**config.mk**
```make
export PLATFORM = sky130hd
export DESIGN_NAME = wiperBank
export DESIGN_NICKNAME = d
export VERILOG_FILES = /design/src/rtl/wiperBankPkg.sv /design/src/rtl/wiperBankCtrl.sv /design/src/rtl/wiperBankData.sv /design/src/rtl/tapDecoder.sv /design/src/rtl/wiperBank.sv
export SDC_FILE = /design/constraint.sdc
export NUM_CORES = 1
export LEC_CHECK = 0
export CAP_MARGIN = 10
export CORE_MARGIN = 3
export CORE_UTILIZATION = 48
export CTS_BUF_LIST = sky130_fd_sc_hd__clkbuf_8
export DETAILED_ROUTE_END_ITERATION = 12
export GPL_TIMING_DRIVEN = 0
export PLACE_DENSITY = 0.85
export SLEW_MARGIN = 20
export SYNTH_ARGS = -nofsm -noshare
export SYNTH_HDL_FRONTEND = slang
export SYNTH_SLANG_ARGS = --single-unit
```
**constraint.sdc**
```tcl
create_clock -name clk -period 1.9 [get_ports clk]
set_input_delay 0.38 -clock clk [delete_from_list [all_inputs] [get_ports clk]]
set_output_delay 0.38 -clock clk [all_outputs]
set_load 0.02 [all_outputs]
```
**src/rtl/wiperBankPkg.sv**
```systemverilog
package wiperBankPkg;

  localparam int NUM_CH     = 2;
  localparam int NUM_PRESET = 4;
  localparam int DATA_W     = 8;
  localparam int TAP_BITS   = 6;
  localparam int OP_W       = 3;
  localparam int TAPS       = 1 << TAP_BITS;
  localparam int CHAN_W     = (NUM_CH > 1) ? $clog2(NUM_CH) : 1;
  localparam int SEL_W      = (NUM_PRESET > 1) ? $clog2(NUM_PRESET) : 1;

  typedef enum logic [OP_W-1:0] {
    OP_RD_WIPER  = 3'd0,
    OP_RD_PRESET = 3'd1,
    OP_WR_WIPER  = 3'd2,
    OP_WR_PRESET = 3'd3,
    OP_XFER      = 3'd4
  } opE;

  typedef struct packed {
    logic              wrWiper;
    logic              wrPreset;
    logic              xfer;
    logic              rdWiper;
    logic              rdPreset;
    logic [CHAN_W-1:0] chan;
    logic [SEL_W-1:0]  sel;
    logic [DATA_W-1:0] data;
  } strobeT;

endpackage

```
**src/rtl/wiperBankCtrl.sv**
```systemverilog
module wiperBankCtrl
  import wiperBankPkg::*;
(
  input  logic              cmdValid,
  input  logic [CHAN_W-1:0] cmdChan,
  input  logic [SEL_W-1:0]  cmdReg,
  input  logic [OP_W-1:0]   cmdOp,
  input  logic [DATA_W-1:0] cmdData,
  output strobeT            strobes
);

  always_comb begin
    strobes          = '0;
    strobes.chan     = cmdChan;
    strobes.sel      = cmdReg;
    strobes.data     = cmdData;
    if (cmdValid) begin
      case (cmdOp)
        OP_RD_WIPER:  strobes.rdWiper  = 1'b1;
        OP_RD_PRESET: strobes.rdPreset = 1'b1;
        OP_WR_WIPER:  strobes.wrWiper  = 1'b1;
        OP_WR_PRESET: strobes.wrPreset = 1'b1;
        OP_XFER:      strobes.xfer     = 1'b1;
        default: ;
      endcase
    end
  end

endmodule

```
**src/rtl/wiperBankData.sv**
```systemverilog
module wiperBankData
  import wiperBankPkg::*;
(
  input  logic                       clk,
  input  logic                       rstN,
  input  strobeT                     strobes,
  output logic [NUM_CH*TAP_BITS-1:0] wiperFlat,
  output logic [DATA_W-1:0]          rdData,
  output logic                       rdValid
);

  logic [TAP_BITS-1:0] wiperQ  [NUM_CH];
  logic [DATA_W-1:0]   presetQ [NUM_CH][NUM_PRESET];

  always_ff @(posedge clk or negedge rstN) begin
    if (!rstN) begin
      for (int c = 0; c < NUM_CH; c++) begin
        wiperQ[c] <= '0;
        for (int p = 0; p < NUM_PRESET; p++) presetQ[c][p] <= '0;
      end
      rdData  <= '0;
      rdValid <= 1'b0;
    end else begin
      rdValid <= strobes.rdWiper | strobes.rdPreset;
      if (strobes.rdWiper)
        rdData <= DATA_W'(wiperQ[strobes.chan]);
      else if (strobes.rdPreset)
        rdData <= presetQ[strobes.chan][strobes.sel];
      if (strobes.wrWiper)
        wiperQ[strobes.chan] <= strobes.data[TAP_BITS-1:0];
      else if (strobes.xfer)
        wiperQ[strobes.chan] <= presetQ[strobes.chan][strobes.sel][TAP_BITS-1:0];
      if (strobes.wrPreset)
        presetQ[strobes.chan][strobes.sel] <= strobes.data;
    end
  end

  for (genvar c = 0; c < NUM_CH; c++) begin : gFlat
    assign wiperFlat[c*TAP_BITS +: TAP_BITS] = wiperQ[c];
  end

endmodule

```
**src/rtl/tapDecoder.sv**
```systemverilog
module tapDecoder
  import wiperBankPkg::*;
(
  input  logic [TAP_BITS-1:0] tapSel,
  output logic [TAPS-1:0]     tapLines
);

  always_comb begin
    tapLines         = '0;
    tapLines[tapSel] = 1'b1;
  end

endmodule

```
**src/rtl/wiperBank.sv**
```systemverilog
module wiperBank
  import wiperBankPkg::*;
(
  input  logic                   clk,
  input  logic                   rstN,
  input  logic                   cmdValid,
  input  logic [CHAN_W-1:0]      cmdChan,
  input  logic [SEL_W-1:0]       cmdReg,
  input  logic [OP_W-1:0]        cmdOp,
  input  logic [DATA_W-1:0]      cmdData,
  output logic [DATA_W-1:0]      rdData,
  output logic                   rdValid,
  output logic [NUM_CH*TAPS-1:0] tapEn
);

  strobeT                     strobes;
  logic [NUM_CH*TAP_BITS-1:0] wiperFlat;

  wiperBankCtrl ctrl_i (
    .cmdValid (cmdValid),
    .cmdChan  (cmdChan),
    .cmdReg   (cmdReg),
    .cmdOp    (cmdOp),
    .cmdData  (cmdData),
    .strobes  (strobes)
  );

  wiperBankData data_i (
    .clk       (clk),
    .rstN      (rstN),
    .strobes   (strobes),
    .wiperFlat (wiperFlat),
    .rdData    (rdData),
    .rdValid   (rdValid)
  );

  for (genvar c = 0; c < NUM_CH; c++) begin : gDec
    tapDecoder dec_i (
      .tapSel   (wiperFlat[c*TAP_BITS +: TAP_BITS]),
      .tapLines (tapEn[c*TAPS +: TAPS])
    );
  end

endmodule

```
Yosys cells after proc, flatten, opt, wreduce, memory -nomap -nowiden
Index checks and enable logic that the tools add are counted.

storage, ports and cells
  flip-flop bits (word level) = 85
  bits of input ports = 17
  output and inout port bits = 137
  word-level logic and storage cells = 66

cells by class
  $lt $le $gt $ge = 8
  equality and inequality tests = 4
  muxes and demuxes = 32
  bitwise gates (word level) = 3
  reductions and logical operators = 7

operators with widths
  cell                                                                    number
  32-bit 2-to-1 mux                                                       4
  64-bit bitwise mux                                                      1
  8-bit 2-to-1 mux                                                        5
  32-bit demux with 1-bit select                                          1
  12-bit bitwise mux                                                      2
  12-bit 2-to-1 mux                                                       2
  6-bit 2-to-1 mux                                                        4
  8-bit binary-select mux with 2-bit select                               1
  8-bit demux with 2-bit select                                           1
  6-bit by 7-bit < comparator with 1-bit output (second input constant)   2
  1-bit demux with 6-bit select                                           2
  6-bit by 1-bit >= comparator with 1-bit output (second input constant)  2
  1-bit 2-to-1 mux                                                        7
  6-bit demux with 1-bit select                                           1
  3-bit by 2-bit == test with 1-bit output (second input constant)        2
  5-bit 2-to-1 mux                                                        1
  1-bit logical AND                                                       4
  2-bit nonzero test                                                      2
  3-bit by 1-bit == test with 1-bit output (second input constant)        1
  3-bit == test (second input constant)                                   1
  3-bit >= comparator (second input constant)                             1
  3-bit logical NOT                                                       1
  3-bit by 1-bit < comparator with 1-bit output (second input constant)   1
  2-bit NOT with 3-bit output                                             1
  other kinds (4)                                                         4

Depth between registers and ports, before layout
Gate-level depths: netlist of the first run.

  word-level depth = 10
  gate-level depth with buffers = 6

Hierarchy
Synthesis of the first run repeated with hierarchy kept, for this count alone.

second synthesis, totals
  cell total of the unflattened synthesis = 527
  area total of the unflattened synthesis = 5162.5 µm²

by module, submodules not included
  module                      instances  cells each  area each (µm²)  sequential area each (µm²)
  wiperBankData               1          321         4088.9           2127.0
  tapDecoder (gDec[1].dec_i)  1          95          465.4            0.0
  tapDecoder (gDec[0].dec_i)  1          95          461.7            0.0
  wiperBankCtrl               1          16          146.4            0.0

Least setup slack after synthesis of the first run
OpenSTA, ideal clock, no wires.

  kind = flip-flop to output port
  start = reg data_i.wiperQ (netlist bit data_i.wiperFlat[9])
  end = out tapEn[73]
  arrival = 1.472 ns
  required time = 1.520 ns
  path slack = 0.048 ns
  cell stages (with the launch flop) = 5
  path buffers = 2
  cell sequence = dfrtp_1 > clkbuf_1 > or3b_2 > clkbuf_1 > nor2_1

between the ends
  cells in the longest elaborated chain, start to end = 4
  elaborated cells between the ends (all ways) = 5

ends and longest elaborated chain
  what                                                                                                                                          RTL line             RTL
  from (decl)                                                                                                                                   wiperBankData.sv:12  logic [TAP_BITS-1:0] wiperQ [NUM_CH];
  from (signal, indexed assignment)                                                                                                             wiperBankData.sv:30  wiperQ[strobes.chan] <= strobes.data[TAP_BITS-1:0];
  from (signal, indexed assignment)                                                                                                             wiperBankData.sv:32  wiperQ[strobes.chan] <= presetQ[strobes.chan][strobes.sel][TAP_BITS-1:0];
  6-bit by 7-bit < comparator with 1-bit output (implied by the code) / 6-bit by 1-bit >= comparator with 1-bit output (equally long branches)  tapDecoder.sv:10     tapLines[tapSel] = 1'b1;
  1-bit logical AND (implied by the code)                                                                                                       tapDecoder.sv:10
  1-bit 2-to-1 mux (implied by the code)                                                                                                        tapDecoder.sv:10
  1-bit demux with 6-bit select *                                                                                                               -
  to (decl)                                                                                                                                     wiperBank.sv:13      output logic [NUM_CH*TAPS-1:0] tapEn

Every way passes the cells marked *; elsewhere a longest branch is shown, timed or not.

Worst setup path after layout of the first run
  start = in cmdReg[1]
  end = reg data_i.rdData[3]

between the ends
  cells in the longest elaborated chain, start to end = 6

ends and longest elaborated chain
  what                                               RTL line             RTL
  from (decl)                                        wiperBank.sv:8       input logic [SEL_W-1:0] cmdReg,
  2-bit NOT with 3-bit output (implied by the code)  wiperBankData.sv:28  rdData <= presetQ[strobes.chan][strobes.sel];
  8-bit binary-select mux with 2-bit select          wiperBankData.sv:28
  8-bit 2-to-1 mux (2 in series)                     -
  8-bit 2-to-1 mux                                   wiperBankData.sv:27  else if (strobes.rdPreset)
  8-bit 2-to-1 mux                                   wiperBankData.sv:25  if (strobes.rdWiper)
  to (signal assigned)                               wiperBankData.sv:26  rdData <= DATA_W'(wiperQ[strobes.chan]);
  to (signal assigned)                               wiperBankData.sv:28
  to (decl)                                          wiperBankData.sv:8   output logic [DATA_W-1:0] rdData,

No other way between the ends. The select of a mux whose other input is x is not followed.
A chain may end at the register's enable or synchronous reset.

==> results of run 1 <==
cell usage after synthesis:
cell | count | share of area
nand3_1 | 4 | 0.0041
nand2b_1 | 1 | 0.0013
buf_4 | 1 | 0.0015
or3_1 | 5 | 0.0064
o211ai_1 | 12 | 0.019
mux2_4 | 8 | 0.025
mux2_2 | 62 | 0.14
dfrtp_1 | 85 | 0.44
mux4_2 | 16 | 0.074
inv_1 | 2 | 0.0015
nor4b_4 | 2 | 0.0098
or4_4 | 1 | 0.0023
or3b_2 | 6 | 0.011
xnor2_1 | 1 | 0.0018
and4b_1 | 1 | 0.0021
buf_1 | 6 | 0.0046
nand2_1 | 11 | 0.0085
o31ai_1 | 12 | 0.019
clkbuf_1 | 29 | 0.022
nor4_4 | 1 | 0.0044
o21ai_0 | 8 | 0.0082
mux2i_1 | 8 | 0.016
or4_1 | 2 | 0.0031
buf_6 | 2 | 0.0046
nand4b_1 | 2 | 0.0036
a22oi_1 | 6 | 0.0092
buf_2 | 8 | 0.0082
nor4b_1 | 1 | 0.0018
nand4_1 | 12 | 0.015
nor2_1 | 135 | 0.10
nand3b_1 | 12 | 0.019
nand4b_4 | 1 | 0.0049
nor3_2 | 1 | 0.0021
nor2b_1 | 2 | 0.0026
kinds of logic (layout without fill, tap and decap cells):
kind of cell / Yosys count / count (layout) / share of synthesized area
buffers and inverters: 48 / 308 / 0.0429
muxes: 94 / 94 / 0.258
AOI/OAI and AO/OA: 38 / 38 / 0.0545
xor gates and xnor gates: 1 / 1 / 0.00180
and+or+nand+nor: 200 / 200 / 0.206
DFF: 85 / 85 / 0.437
state kept, by name, summed over array words and instances (netlist names):
signal / count
data_i.presetQ: 64
data_i.rdData: 8
data_i.rdValid: 1
data_i.wiperFlat: 12
per-layer routing:
metal,vias to the layer above,track usage,share of wire
li1,2167,-,-
met1,2754,0.347,0.35
met5,-,0,0
met2,585,0.518,0.46
met3,180,0.0560,0.11
met4,0,0.122,0.078
worst reg2reg max path, stage by stage (launching register included):
cell	delay (ps)
dfrtp_1	430
mux4_2	500
mux2i_1	680
o21ai_0	290
stage by stage:
step / TNS [ps] / setup slack (ps) / std cells / hold WS (ps)
3_3_place_gp: -271610 / -2320 / 744 / 476
6_report: -25020 / -536 / 859 / 508
2_1_floorplan: 0 / 47.9 / 466 / 84.4
3_5_place_dp: -83120 / -641 / 745 / 384
4_1_cts: -3800 / -174 / 832 / 493
5_1_grt: -28780 / -534 / 859 / 528
power groups by stage:
| stage | combinational [mW] | sequential (mW) | clock [mW] |
|---|---|---|---|
| after floorplan | 1.22 | 2.25 | 0 |
| after global routing | 3.79 | 2.46 | 1.51 |
| final | 3.71 | 2.45 | 1.44 |
| after global placement | 1.89 | 2.23 | 0 |
| after detailed placement | 1.94 | 2.25 | 0 |
| after CTS | 2.47 | 2.33 | 1.40 |
repair_timing:
item                                   in CTS  in global routing
hold buffers                                1                  0
endpoints found under the hold margin      35                  0
gates cloned                                0                  0
pin swaps                                  39                 37
buffers inserted                           91                 29
setup endpoints to repair                 196                183
resized for setup                         669                338
path summary, 6_finish.rpt:
check / to / slack [ps] / cells past startpoint
hold / removal: data_i.presetQ[24] / 510 / 2
hold reg to reg: data_i.presetQ[14] / 510 / 1
setup reg to reg: data_i.rdData[3] / -160 / 3
setup / recovery: data_i.rdData[3] / -540 / 5
max in group asynchronous: data_i.presetQ[3] / 750 / 3
min in group clk: data_i.presetQ[14] / 510 / 1
area by class of cell:
cell class	count	share of cell area
repair buffers	265	0.301
clock inverters	7	0.0105
multi-input cells	333	0.389
inverters	2	0.000876
well taps	133	0.0194
plain buffers	25	0.0149
flip-flops and latches	85	0.250
clock buffers	9	0.0145
==> results.toml, run 1 <==
[outcome]
status = "complete, but fails checks"
violations = "negative setup slack"

[routing]
wl_per_cell_microns = 28.8
ant_nets = 0
num_vias = 5686
drt_pre_antenna_iters = 7
drtIter0Drc = 851
vias_per_cell = 6.62
finalWirelength_microns = 24700
drc_errors = 0

[cells_and_area]
mostFrequentLayoutCell = "buf_6"
utilization = 0.872
nets = 738
multiInputGateArea_sq_um = 3330
fillers = 312
drive_gt1_frac = 0.690
antennaDiodeCount = 0
final_area_sq_um = 8570
area_growth_pct = 75.9
layout_common_cells = "139 x buf_6, 106 x buf_4, 77 x nor2_4, 73 x dfrtp_1, 62 x mux2_2"
regArea_sq_um = 2140

[sta]
finalHoldViolations = 0
setup_viol = 147
period_share = 1.28
worst_slew_pin_slew_ps = 1350
fin_skew_ps = 19.4
fmax_mhz = 411
slew_headroom = 0.0895
fin_ws_ps = -536
slew_violations = 0
min_period_ps = 2440
rsz0062_at_grt = "yes"

[grt]
antenna_found_initial = 0
grt-ovfl-total = 0
grt_max_degree = 48
grt_pass1_vias = 4925
track_usage = 0.292
grt_pass1_wl_microns = 26200

[setup_path]
cp-startpoint = "cmdReg[1]"
max_stage_delay_ps = 680
critical_path_arrival_ps = 2630
crit_family = "multiplexers"
critPathKind = "in -> reg"
cp_slowest_cell = "mux2i_1"
cp-end-kind = "flop"
critPathLaunchType = "input pin"
path_max_fanout = 10
reg2reg_from = "data_i.presetQ[3]"
path_buf_inv = 2
worst_ep_required_time_ps = 2090
path_cells = "clkdlybuf4s50_1 -> buf_4 -> mux4_2 -> mux2i_1 -> o21ai_0"

[power]
combPwrFrac = 0.488
peakVddDrop_v = 0.000676
pwr-share-clk = 0.189
power_switching_mw = 3.08
p_leak_nw = 3.66
powerDensity_nw_per_um2 = 887
p_sw_frac = 0.405
seq_power_share = 0.322
p_int_mw = 4.52
power_mw = 7.60

[floorplan]
core_area_sq_um = 9820
dieArea_sq_um = 11400
die_h_microns = 107
die_w_microns = 107
initial_utilization = 0.496
rows = 36
io_pins = 154

[logic_synthesis]
syn_nets = 483
syn_avg_cell_area_sq_um = 10.4
ys_types = 34
seq_area_frac_synth = 0.437
syn-cell-area_sq_um = 4870
syn_inst = 466
yosys_warnings = 0
ys_ff_latch = 85

[placement]
routabilityCongestion = 0.897
dp_hpwl_microns = 10400
port_buffers = 145
postPlaceCellArea_sq_um = 6500

[clock_network]
cts_tree = "yes"
cts-root-buf = "clkbuf_8"
clock_latency_ps = 370
htree_levels = 3
cts.sinks = 85
cts.clk_slew.worst_paths_ps = 100
cts-buffers-inserted = 9
cts_buffer_depth = 2

[worst_hold_path]
hp-class = "in -> async"

[flow_run]
maxCapViolCount = 0
(Power assumes the default switching activity.)
==> run 2: changes to the inputs <==
- CORE_UTILIZATION: 48 -> 30
- CTS_CLUSTER_SIZE: unset -> 10
- PLACE_DENSITY: 0.85 -> 0.59
==> run 2 against run 1 <==
The run ends with negative hold slack, negative setup slack left. Fmax rose by 16%. Worst hold slack worse by 510 ps. Setup slack improved by 340 ps. Sequential share of layout area increased by 1.2 points. Global-route usage decreased by 12 points. Register-to-register slack gained 640 ps. Via count fell by 19%.
==> results.toml, run 2 (same netlist as run 1, synthesis figures left out) <==
[floorplan]
core_area_sq_um = 15500
rows = 45
dieArea_sq_um = 17800
die_w_microns = 133
initial_utilization = 0.313
io_pins = 154
die_h_microns = 133

[placement]
place_inst = 823
routabilityCongestion = 0.760
dp_hpwl_microns = 10700
post-place-ws_ps = -715
port_buffers = 145
postPlaceCellArea_sq_um = 6610

[sta]
rsz0062_at_grt = "yes"
whs_ps = -2.85
fin_tns_setup_ps = -9030
finalHoldViolations = 1
slew_violations = 0
fin_ws_ps = -194
worst_slew_pin_slew_ps = 716
fmax_mhz = 478
setup_viol = 95
min_period_ps = 2090
slew_headroom = 0.522
fin_skew_ps = 9.24
period_share = 1.10

[routing]
finalWirelength_microns = 16900
ant_nets = 0
drtIter0Drc = 173
drc_errors = 0
vias_per_cell = 5.00
wl_per_cell_microns = 18.3
drt_pre_antenna_iters = 4
num_vias = 4610

[setup_path]
path_max_fanout = 8
cp_slowest_cell = "or3_4"
critPathKind = "reg -> out"
worst_ep_required_time_ps = 1520
path_cells = "buf_6 -> or3_4 -> buf_6 -> nor2_4 -> buf_6"
cp-end-kind = "output port"
max_stage_delay_ps = 450
crit_path_frequent_cell = "buf_6"
rrSetupSlack_ps = 480
critical_path_arrival_ps = 1710
critPathLaunchType = "flop"

[clock_network]
cts-buffers-inserted = 9
cts-root-buf = "clkbuf_8"
cts.clk_slew.worst_paths_ps = 90
cts_tree = "yes"
htree_levels = 3
clock_latency_ps = 350
cts_hold_buf = 0
cts.sinks = 85
cts_buffer_depth = 2

[power]
combPwrFrac = 0.459
p_int_mw = 4.35
pwr-share-clk = 0.201
powerDensity_nw_per_um2 = 835
power_mw = 6.82
seq_power_share = 0.339
peakVddDrop_v = 0.000381
p_leak_nw = 3.54
power_switching_mw = 2.47
p_sw_frac = 0.362

[cells_and_area]
layout_common_cells = "127 x buf_4, 100 x buf_6, 73 x dfrtp_1, 64 x nor2_1, 62 x mux2_2"
utilization = 0.525
antennaDiodeCount = 0
final_cells = 922
drive_gt1_frac = 0.653
mostFrequentLayoutCell = "buf_4"
area_growth_pct = 67.6
regMostFlops = "data_i.presetQ"
final_area_sq_um = 8160
largest_reg_flops = 64
nets = 723

[outcome]
violations = "negative hold slack, negative setup slack"
status = "complete, but fails checks"

[grt]
grt-ovfl-total = 0
antenna_found_initial = 1
track_usage = 0.174
grt_pass1_wl_microns = 24900
grt_pass1_vias = 4435
grt_max_degree = 45

[flow_run]
maxCapViolCount = 0

[worst_hold_path]
hp-class = "in -> async"
[run 2: final cells by class]
class,instances,area (sq um)
repair buffers,250,2290
plain buffers,25,128
clock inverters,4,53.8
clock buffers,12,165
fillers,1334,7380
multi-input cells,333,3120
inverters,2,7.51
well taps,211,264
flip-flops and latches,85,2140
[run 2: layer usage]
| layer | wire (microns) | share of wire | track usage |
|---|---|---|---|
| met2 | 8810 | 0.52 | 0.312 |
| met3 | 737 | 0.044 | 0.0340 |
| met5 | 9 | 0.00053 | 0 |
| met4 | 306 | 0.018 | 0.0509 |
| met1 | 7030 | 0.42 | 0.212 |
[run 2: path summary, 6_finish.rpt]
kind | cells past startpoint | end | from
setup / recovery | 5 | tapEn[40] | data_i.wiperFlat[1]
max in group asynchronous | 2 | data_i.wiperFlat[2] | rstN
hold / removal | 1 | data_i.presetQ[14] | rstN
setup reg to reg | 3 | data_i.wiperFlat[11] | data_i.presetQ[5]
hold reg to reg | 1 | data_i.presetQ[63] | data_i.presetQ[63]
min in group clk | 1 | data_i.presetQ[63] | data_i.presetQ[63]
[run 2: timing repair]
item | CTS | global route
hold endpoints to repair | 0 | 0
buffers inserted | 95 | 9
endpoints found under the setup margin | 199 | 135
pin swaps | 52 | 35
gates resized for setup | 689 | 219
[run 2: critical path, delay by kind of cell, from the launching register on]
family,cells,cell delay (ps)
flops,1,440
simple gates,2,530
buf+inv,3,410
[run 2: power groups by stage]
stage / Sequential (mW) / Combinational [mW] / Clock, mW
after detailed placement: 2.24 / 1.96 / 0
after CTS: 2.32 / 2.56 / 1.42
after global placement: 2.23 / 1.91 / 0
after floorplan: 2.25 / 1.22 / 0
after global routing: 2.36 / 3.31 / 1.49
final: 2.31 / 3.13 / 1.37
